## config.mk

```make
export PLATFORM = sky130hd
export DESIGN_NAME = adder_mon
export DESIGN_NICKNAME = d
export VERILOG_FILES = /design/src/rtl/adder_mon_pkg.sv /design/src/rtl/adder_mon_ctrl.sv /design/src/rtl/adder_mon_dp.sv /design/src/rtl/adder_mon.sv
export SDC_FILE = /design/constraint.sdc
export NUM_CORES = 1
export LEC_CHECK = 0
export CAP_MARGIN = 20
export CORE_ASPECT_RATIO = 1.2
export CORE_MARGIN = 3
export CORE_UTILIZATION = 63
export CTS_CLUSTER_DIAMETER = 100
export DETAILED_ROUTE_END_ITERATION = 8
export GPL_TIMING_DRIVEN = 1
export PLACE_DENSITY = 0.84
export SLEW_MARGIN = 25
export SYNTH_ARGS = -nofsm -noshare
export SYNTH_HDL_FRONTEND = slang
export SYNTH_HIERARCHICAL = 1
export SYNTH_SLANG_ARGS = --single-unit
```

## constraint.sdc

```tcl
create_clock -name clk -period 3.9 [get_ports clk]
set_input_delay 0.78 -clock clk [delete_from_list [all_inputs] [get_ports clk]]
set_output_delay 0.78 -clock clk [all_outputs]
set_load 0.01 [all_outputs]
```

## src/rtl/adder_mon_pkg.sv

```systemverilog
package adder_mon_pkg;

  // where a tracked transaction currently sits
  typedef enum logic [1:0] {
    SLOT_IDLE    = 2'd0,
    SLOT_ISSUED  = 2'd1,
    SLOT_WAITING = 2'd2
  } slot_pos_e;

  // per-slot strobes from control to datapath
  typedef struct packed {
    logic capture;
    logic fire;
  } slot_strobe_t;

endpackage

```

## src/rtl/adder_mon_ctrl.sv

```systemverilog
module adder_mon_ctrl
  import adder_mon_pkg::*;
#(
  parameter int SLOTS = 3
) (
  input  logic                     clk,
  input  logic                     rstN,
  input  logic                     stall,
  output slot_strobe_t [SLOTS-1:0] strobes,
  output logic                     overflow
);

  slot_pos_e        posQ [SLOTS];
  logic [SLOTS-1:0] freeVec;
  logic [SLOTS-1:0] grant;
  logic             issueReq;
  logic             found;

  assign issueReq = !stall;

  always_comb begin
    grant = '0;
    found = 1'b0;
    for (int i = 0; i < SLOTS; i++) begin
      if (issueReq && freeVec[i] && !found) begin
        grant[i] = 1'b1;
        found    = 1'b1;
      end
    end
  end

  assign overflow = issueReq && !(|freeVec);

  for (genvar gi = 0; gi < SLOTS; gi++) begin : g_slot
    assign freeVec[gi]         = (posQ[gi] == SLOT_IDLE);
    assign strobes[gi].capture = grant[gi];
    assign strobes[gi].fire    = (posQ[gi] == SLOT_WAITING) && !stall;

    always_ff @(posedge clk or negedge rstN) begin
      if (!rstN) begin
        posQ[gi] <= SLOT_IDLE;
      end else begin
        unique case (posQ[gi])
          SLOT_IDLE:    posQ[gi] <= grant[gi] ? SLOT_ISSUED : SLOT_IDLE;
          SLOT_ISSUED:  posQ[gi] <= stall ? SLOT_IDLE : SLOT_WAITING;
          SLOT_WAITING: posQ[gi] <= stall ? SLOT_WAITING : SLOT_IDLE;
          default:      posQ[gi] <= SLOT_IDLE;
        endcase
      end
    end
  end

endmodule

```

## src/rtl/adder_mon_dp.sv

```systemverilog
module adder_mon_dp
  import adder_mon_pkg::*;
#(
  parameter int WIDTH = 8,
  parameter int SLOTS = 3
) (
  input  logic                     clk,
  input  logic                     rstN,
  input  logic [WIDTH-1:0]         opA,
  input  logic [WIDTH-1:0]         opB,
  input  logic [WIDTH:0]           sumOut,
  input  slot_strobe_t [SLOTS-1:0] strobes,
  output logic [SLOTS-1:0]         errVec
);

  localparam int SUM_W = WIDTH + 1;

  logic [WIDTH-1:0] aReg [SLOTS];
  logic [WIDTH-1:0] bReg [SLOTS];

  for (genvar gi = 0; gi < SLOTS; gi++) begin : g_store
    logic [SUM_W-1:0] wantSum;

    always_ff @(posedge clk or negedge rstN) begin
      if (!rstN) begin
        aReg[gi] <= '0;
        bReg[gi] <= '0;
      end else if (strobes[gi].capture) begin
        aReg[gi] <= opA;
        bReg[gi] <= opB;
      end
    end

    assign wantSum     = {1'b0, aReg[gi]} + {1'b0, bReg[gi]};
    assign errVec[gi]  = strobes[gi].fire && (wantSum != sumOut);
  end

endmodule

```

## src/rtl/adder_mon.sv

```systemverilog
module adder_mon
  import adder_mon_pkg::*;
#(
  parameter int WIDTH = 8,
  parameter int SLOTS = 3
) (
  input  logic             clk,
  input  logic             rstN,
  input  logic             stall,
  input  logic [WIDTH-1:0] opA,
  input  logic [WIDTH-1:0] opB,
  input  logic [WIDTH:0]   sumOut,
  output logic             accept,
  output logic             overflow
);

  slot_strobe_t [SLOTS-1:0] strobes;
  logic [SLOTS-1:0]         errVec;
  logic [SLOTS-1:0]         captureVec;
  logic [SLOTS-1:0]         fireVec;

  adder_mon_ctrl #(.SLOTS(SLOTS)) u_ctrl (
    .clk      (clk),
    .rstN     (rstN),
    .stall    (stall),
    .strobes  (strobes),
    .overflow (overflow)
  );

  adder_mon_dp #(.WIDTH(WIDTH), .SLOTS(SLOTS)) u_dp (
    .clk     (clk),
    .rstN    (rstN),
    .opA     (opA),
    .opB     (opB),
    .sumOut  (sumOut),
    .strobes (strobes),
    .errVec  (errVec)
  );

  for (genvar gi = 0; gi < SLOTS; gi++) begin : g_vec
    assign captureVec[gi] = strobes[gi].capture;
    assign fireVec[gi]    = strobes[gi].fire;
  end

  assign accept = !(|errVec);

endmodule

```

== Yosys cells after proc, flatten, opt, wreduce, memory -nomap -nowiden ==
Index checks and enable logic that the tools add are counted.
Storage, ports and cells
  register bits: 54
  latch bits: 0
  bits in writable memories: 0
  memory bits (read-only): 0
  output and inout port bits: 2
  memories kept: 0
Operators by class
  $add $sub $neg: 3
  multipliers: 0
  div/mod/pow operators: 0
  order comparisons: 0
  eq/ne operators: 9
  shift operators: 0
  mux-type cells: 12
  bitwise operators: 0
  reductions and logical operators: 22
Operator list (count)
  8-bit by 8-bit adder with 9-bit output: 3
  9-bit != test: 3
  2-bit one-hot mux with 3 select lines: 3
  1-bit logical AND: 12
  1-bit 2-to-1 mux: 7
  2-bit by 1-bit == test with 1-bit output, second input constant: 3
  2-bit == test, second input constant: 3
  2-bit zero test: 3
  3-bit OR reduction: 2
  1-bit zero test: 5
  2-bit 2-to-1 mux: 2

== Logic depth before layout (Yosys ltp) ==
Gate-level depths: netlist (run 1).
  depth in word-level cells: 11
  depth in mapped cells: 9
  mapped depth without buffers: 9

== Modules after synthesis ==
Netlist (run 1), hierarchy kept.
By module, submodules not included
  adder_mon_dp: instances 1, cells an instance 295, area each 3143.0 sq um, seq. area each 1201.2 sq um
  adder_mon_ctrl: instances 1, cells an instance 28, area each 294.0 sq um, seq. area each 150.1 sq um
  adder_mon: instances 1, cells an instance 1, area each 10.0 sq um, seq. area each 0.0 sq um

== Worst setup path after synthesis (run 1) ==
OpenSTA, ideal clock, no wires.
  path kind: register to output
  from: register u_dp/aReg[8] in the netlist's numbering
  to: output accept
  arrival time: 2156 ps
  required time: 3120 ps
  setup slack: 964 ps
  cell stages (with the launch flop): 10
  path buffers: 0
  path through: dfrtp_1 ha_1 inv_1 fa_1 nor2b_1 o21a_1 or3_1 a2111oi_2 a41oi_1 nor3_2
On the way
  longest elaborated chain between the ends: 5
RTL lines
  from (decl): RTL line adder_mon_dp.sv:18  | logic [WIDTH-1:0] aReg [SLOTS];
  from (signal, indexed assignment): RTL line adder_mon_dp.sv:29  | aReg[gi] <= opA;
  8-bit by 8-bit adder with 9-bit output: RTL line adder_mon_dp.sv:34  | assign wantSum = {1'b0, aReg[gi]} + {1'b0, bReg[gi]};
  9-bit != test: RTL line adder_mon_dp.sv:35  | assign errVec[gi] = strobes[gi].fire && (wantSum != sumOut);
  1-bit logical AND: RTL line adder_mon_dp.sv:35
  named net errVec[1]: RTL line adder_mon.sv:18  | logic [SLOTS-1:0] errVec;
  3-bit OR reduction: RTL line adder_mon.sv:45  | assign accept = !(|errVec);
  1-bit zero test: RTL line adder_mon.sv:45
  to (decl): RTL line adder_mon.sv:13  | output logic accept,
The timed path passes the listed nets, and every way through them passes these cells.

== Final worst setup path (run 1) ==
  from: register u_dp/aReg[16] in the netlist's numbering
  to: output accept
Same word-level chain as after synthesis.

==> results of run 1 <==
## synthesized netlist by cell type, types with 5 or more instances
cell type	number	area, um^2
a211oi_1	7	52.6
a21oi_1	13	65.1
clkbuf_1	5	18.8
dfrtp_1	54	1350
ha_1	24	300
inv_1	16	60.1
mux2_2	42	473
mux2i_1	5	50.1
nand2_1	13	48.8
nand2b_1	8	50.1
nand3_1	5	25.0
nor2_1	20	75.1
nor4_1	6	37.5
o21a_1	8	60.1
o21ai_0	16	80.1
xnor2_1	23	201
xor2_1	12	105
## kinds of logic after synthesis
kind of cell               Yosys count  synth area share [%]
muxes                               47                  15.2
and+or+nand+nor                     70                  10.4
AOI/OAI and AO/OA                   68                  13.1
xor gates and xnor gates            35                  8.89
adders and majority gates           27                  10.5
buffers and inverters               23                  2.72
DFF                                 54                  39.2
## how the worst min path moves through the flow
stage	startpoint	end	cells after the start
floorplan	rstN	u_ctrl/posQ[0]$_DFF_PN0_	0
global placement	u_dp/bReg[3]$_DFFE_PN0P_	u_dp/bReg[3]$_DFFE_PN0P_	1
detailed placement	u_dp/bReg[0]$_DFFE_PN0P_	u_dp/bReg[0]$_DFFE_PN0P_	1
CTS	rstN	u_dp/bReg[8]$_DFFE_PN0P_	1
global route	rstN	u_dp/bReg[8]$_DFFE_PN0P_	1
finish	rstN	u_dp/bReg[0]$_DFFE_PN0P_	1
## per-layer routing
| metal | routed length, um | GRT usage [%] | vias up |
|---|---|---|---|
| met3 | 304 | 3.70 | 11 |
| met2 | 3860 | 42.6 | 76 |
| li1 | - | - | 1252 |
| met4 | 119 | 7.58 | 0 |
| met1 | 3270 | 32.3 | 1288 |
| met5 | 0 | 0 | - |
## state kept, by name, summed over array words and instances, names as in the netlist
| signal | flops |
|---|---|
| u_dp/aReg | 24 |
| u_dp/bReg | 24 |
| u_ctrl/posQ | 6 |
## where the power goes
part	leakage, nW	internal [W]	total, W	switching, W
logic	0.956	0.00100	0.00211	0.00111
clock network	0.0579	0.000189	0.000370	0.000181
registers	0.650	0.000776	0.000914	0.000138
total	1.66	0.00197	0.00340	0.00143
## per-stage QoR
| step | TNS [ps] | cell area, um^2 | utilization, % | hold WS [ps] | std cells |
|---|---|---|---|---|---|
| finish | 0 | 4000 | 78.3 | 489 | 426 |
| global route | -54.6 | 4000 | 78.3 | 532 | 426 |
| CTS | 0 | 3990 | 78.0 | 521 | 426 |
| detailed placement | -16.2 | 3880 | 75.9 | 501 | 418 |
| global placement | -5.06 | 3880 | 75.9 | 494 | 418 |
| floorplan | 0 | 3450 | - | 480 | 324 |
## final cells by class
| class | count | area [um^2] |
|---|---|---|
| multi-input combinational | 247 | 2030 |
| clock inverter | 3 | 40.0 |
| fill | 338 | 1110 |
| clock buffer | 5 | 68.8 |
| inverter | 16 | 60.1 |
| tap | 60 | 75.1 |
| sequential | 54 | 1350 |
| timing repair buffer | 41 | 377 |
## critical path, cell delays in order (launching register included)
cell and delay [ps]:
dfrtp_1 400, ha_1 250, inv_1 90, fa_1 450, xnor2_1 160, a211oi_1 240
o211ai_1 130, nor4_1 320, a41oi_1 190, nor3_2 210, dlygate4sd2_1 290
## repair_timing
action	in CTS	in global routing
resized for setup	1	1
pin swaps	1	0
setup endpoints to repair	1	1
gates cloned	0	0
==> results.py, run 1 <==
metrics = {
    "run_status": {
        "status": "finished clean",
    },
    "clock_network": {
        "cts_tree": "done",
        "cts_post_setup_buffers_inserted": 0,
        "cts_buffer_depth": 2,
        "cts_sinks": 54,
        "h-tree-depth": 2,
        "insertion_delay_ps": 310,
        "cts_made_buffers": 5,
        "cts_hold_buf": 0,
        "cts_root_buffer": "clkbuf_8",
        "path_clk_slew_ps": 90,
    },
    "logic_synthesis": {
        "yosys_most_used_dff": "dfrtp_1",
        "seq_area_frac_synth_pct": 39.2,
        "syn_avg_cell_area_um2": 10.6,
        "syn_area_um2": 3450,
        "syn_inst": 324,
        "ys_seq_elements": 54,
        "syn-num-nets": 379,
        "synthArstFlopShare_pct": 100,
        "yosys_warnings": 6,
        "synth_edf_count": 0,
        "yosysUniqueCellTypes": 41,
    },
    "sta": {
        "setup_viol_count_final": 0,
        "maxSlewViolCount": 0,
        "final.setup_skew_ps": 2.77,
        "slew-limit-headroom_pct": 56.2,
        "final_hold_viol_count": 0,
        "worstMarginPinSlew_ps": 658,
        "fmax_mhz": 261,
        "fin_ws_ps": 68.0,
        "layout_worst_path_cycle_share_pct": 98.3,
        "finalCriticalPeriod_ps": 3830,
    },
    "pwr": {
        "total_power_w": 0.00340,
        "powerDensity_nw_per_um2": 848,
        "p_leak_nw": 1.66,
        "vdd_drop_max_mv": 0.448,
    },
    "worst_setup_path": {
        "start_kind": "flip-flop",
        "crit_start": "u_dp/aReg[16]$_DFFE_PN0P_",
        "cp.required_ps": 3120,
        "timing.rr.start": "u_ctrl/posQ[5]$_DFF_PN0_",
        "cp-end-kind": "output pin",
        "cp-endpoint": "accept",
        "criticalPathCategory": "reg2out",
        "crit_fanout": 3,
        "r2r_end": "u_dp/bReg[3]$_DFFE_PN0P_",
        "reg2reg_slack_ps": 2350,
        "arrival_ps": 3050,
        "r2r.worst_path.cells": 4,
    },
    "routing": {
        "route.detailed.drc": 0,
        "drtPass1Iterations": 4,
        "initialDrtViolationCount": 199,
        "routed_wl_um": 7550,
        "wl_per_cell_um": 17.7,
        "viasPerCell": 6.17,
        "dr_total_vias": 2627,
        "ant_nets": 0,
    },
    "layout": {
        "area_delta_synth_final_pct": 16.2,
        "nets": 420,
        "diodes": 0,
        "layout_commonest_cell": "dfrtp_1",
        "drive_above_1_share_pct": 19.4,
        "mostFrequentLayoutCells": "54 x dfrtp_1, 42 x mux2_2, 27 x clkdlybuf4s50_1",
    },
    "floorplan": {
        "dieArea_um2": 6400,
        "die_h_um": 87.0,
        "boundaryPins": 30,
        "coreArea_um2": 5110,
        "initial_core_util_pct": 67.4,
        "rows": 28,
        "die_w_um": 73.5,
    },
    "grt": {
        "track_usage_pct": 24.9,
        "grt_pass1_wl_um": 12400,
        "antenna_found_initial": 0,
        "grt_pass1_vias": 2652,
        "grt_max_degree": 54,
        "grt_overflow": 0,
    },
    "job": {
        "maxCapViolations": 0,
    },
    "min_path": {
        "hold_path.class": "in2async",
    },
    "placement": {
        "gp_congestion": 0.894,
        "io_buffers": 29,
        "dp_hpwl_um": 5750,
        "pre_cts_ws_ps": -16.2,
    },
}
No activity file was read; power rests on OpenSTA's default activity.
==> run 2: changes to the inputs <==
SLEW_MARGIN = 20   (was 25)
==> results of run 2 <==
The final DEF is identical to that of run 1; final timing and power are the same.
==> run 3: changes to the inputs <==
CTS_CLUSTER_DIAMETER = 50   (was 100)
PLACE_DENSITY = 0.86   (was 0.84)
REMOVE_ABC_BUFFERS = 1   (was not set)
==> results.py, run 3 (synthesis gave the netlist of run 1 again) <==
metrics = {
    "run_status": {
        "status": "finished clean",
    },
    "sta": {
        "finalCriticalPeriod_ps": 3790,
        "maxSlewViolCount": 0,
        "final_hold_viol_count": 0,
        "worstMarginPinSlew_ps": 526,
        "fmax_mhz": 264,
        "slew-limit-headroom_pct": 64.9,
        "rsz0062_at_grt": "false",
        "layout_worst_path_cycle_share_pct": 97.2,
        "setup_viol_count_final": 0,
        "setup_tns_ps": 0,
        "hold_slack_ps": 449,
        "fin_ws_ps": 111,
        "final.setup_skew_ps": 4.17,
    },
    "worst_setup_path": {
        "cp-end-kind": "output pin",
        "crit_buf_inv": 2,
        "slowest_delay_ps": 410,
        "r2r.worst_path.cells": 3,
        "crit_slowest_cell": "dfrtp_1",
        "timing.rr.start": "u_ctrl/posQ[2]$_DFF_PN0_",
        "start_kind": "flip-flop",
        "reg2reg_slack_ps": 2340,
        "crit_chain": "ha_1 -> inv_1 -> fa_1 -> nor2b_1 -> o21a_1 -> or3_1 -> a2111oi_2 -> a41oi_1 -> nor3_2 -> dlygate4sd2_1",
        "criticalPathCategory": "reg2out",
        "cp.required_ps": 3120,
        "crit_fanout": 3,
        "arrival_ps": 3010,
        "critPathTopFamily": "compound AO/OA/AOI/OAI gates",
        "r2r_end": "u_dp/bReg[11]$_DFFE_PN0P_",
    },
    "pwr": {
        "vdd_drop_max_mv": 0.463,
        "sw_frac_of_total_pct": 42.1,
        "clockPowerShare_pct": 8.9,
        "combPwrFrac_pct": 63.1,
        "p_sw_w": 0.00138,
        "intPower_w": 0.00189,
        "p_leak_nw": 1.63,
        "p_seq_share_pct": 28.0,
        "powerDensity_nw_per_um2": 829,
    },
    "floorplan": {
        "coreArea_um2": 5110,
        "boundaryPins": 30,
        "initial_core_util_pct": 67.4,
        "dieArea_um2": 6400,
        "die_h_um": 87.0,
        "rows": 28,
        "die_w_um": 73.5,
    },
    "clock_network": {
        "cts_buffer_depth": 2,
        "path_clk_slew_ps": 90,
        "cts_sinks": 54,
        "cts_tree": "done",
        "insertion_delay_ps": 300,
        "cts_made_buffers": 5,
        "h-tree-depth": 2,
        "cts_root_buffer": "clkbuf_8",
    },
    "layout": {
        "fin_cells": 423,
        "multi_input_area_um2": 2020,
        "diodes": 0,
        "n_fill_cell": 344,
        "area_delta_synth_final_pct": 14.3,
        "ff_latch_area_um2": 1350,
        "layout.cell_area.non_filler_um2": 3940,
        "reg_top3": "u_dp/aReg x24, u_dp/bReg x24, u_ctrl/posQ x6",
        "mostFrequentLayoutCells": "54 x dfrtp_1, 42 x mux2_2, 27 x clkdlybuf4s50_1",
        "nets": 418,
        "layout_commonest_cell": "dfrtp_1",
        "drive_above_1_share_pct": 18.2,
    },
    "placement": {
        "pre_cts_ws_ps": -30.7,
        "place_area_um2": 3870,
        "dpl.cell_count": 416,
        "gp_congestion": 0.919,
        "dp_hpwl_um": 5710,
        "io_buffers": 29,
    },
    "routing": {
        "ant_nets": 0,
        "viasPerCell": 6.23,
        "dr_total_vias": 2636,
        "route.detailed.drc": 0,
        "routed_wl_um": 7400,
        "wl_per_cell_um": 17.5,
        "drtPass1Iterations": 4,
        "initialDrtViolationCount": 209,
    },
    "grt": {
        "grt_overflow": 0,
        "grt_pass1_wl_um": 12200,
        "track_usage_pct": 24.7,
        "grt_pass1_vias": 2651,
        "antenna_found_initial": 0,
        "grt_max_degree": 32,
    },
    "job": {
        "maxCapViolations": 0,
    },
    "min_path": {
        "hold_path.class": "in2async",
    },
}
==> run 3: cell count changes in the layout (fill, tap and decap cells not counted) <==
cell / delta
buf_4: -3
a2111oi_4: -1
a2111oi_2: +1
clkinv_2: -2
bufinv_16: -1
buf_2: +1
clkbuf_1: +2
==> run 3: worst max path at each step <==
stage                                         start                       end  slack, ps  cells past startpoint
after floorplan                               stall  u_dp/aReg[0]$_DFFE_PN0P_        760                      3
after global placement                    sumOut[6]                    accept        -10                      8
after detailed placement                  sumOut[6]                    accept        -30                      8
after CTS                  u_dp/aReg[8]$_DFFE_PN0P_                    accept        150                     10
after global routing      u_dp/aReg[16]$_DFFE_PN0P_                    accept         30                     10
final                      u_dp/aReg[8]$_DFFE_PN0P_                    accept        110                     10
==> run 3: power groups by stage <==
stage	combinational, W	clock, W	sequential (W)
2_1_floorplan	0.00159	0	0.000877
3_3_place_gp	0.00196	0	0.000910
3_5_place_dp	0.00201	0	0.000927
4_1_cts	0.00203	0.000301	0.000918
5_1_grt	0.00225	0.000314	0.000942
6_report	0.00206	0.000291	0.000917
==> run 3: timing repair <==
| item | CTS | global route |
|---|---|---|
| hold buffers | 0 | 0 |
| setup endpoints to repair | 1 | 0 |
| resized for setup | 1 | 0 |
| setup buffers | 0 | 0 |
==> run 3: layout make-up <==
type / count / area share (%)
clock buffer: 7 / 1.94
inverter: 16 / 1.52
multi-input combinational: 247 / 51.2
sequential: 54 / 34.3
tap: 60 / 1.90
timing repair buffer: 39 / 9.11
==> run 3: metal layers <==
| layer | routed length [um] | vias up | GRT usage (%) |
|---|---|---|---|
| met1 | 3160 | 1284 | 31.2 |
| met4 | 231 | 0 | 9.39 |
| met2 | 3670 | 78 | 41.8 |
| met5 | 0 | - | 0 |
| met3 | 329 | 25 | 4.27 |
| li1 | - | 1249 | - |
==> run 3: per-stage QoR <==
stage	util, %	total power [W]
final	77.1	0.00327
after global routing	77.1	0.00351
after CTS	77.1	0.00325
after detailed placement	75.6	0.00294
after global placement	75.6	0.00287
after floorplan	-	0.00246
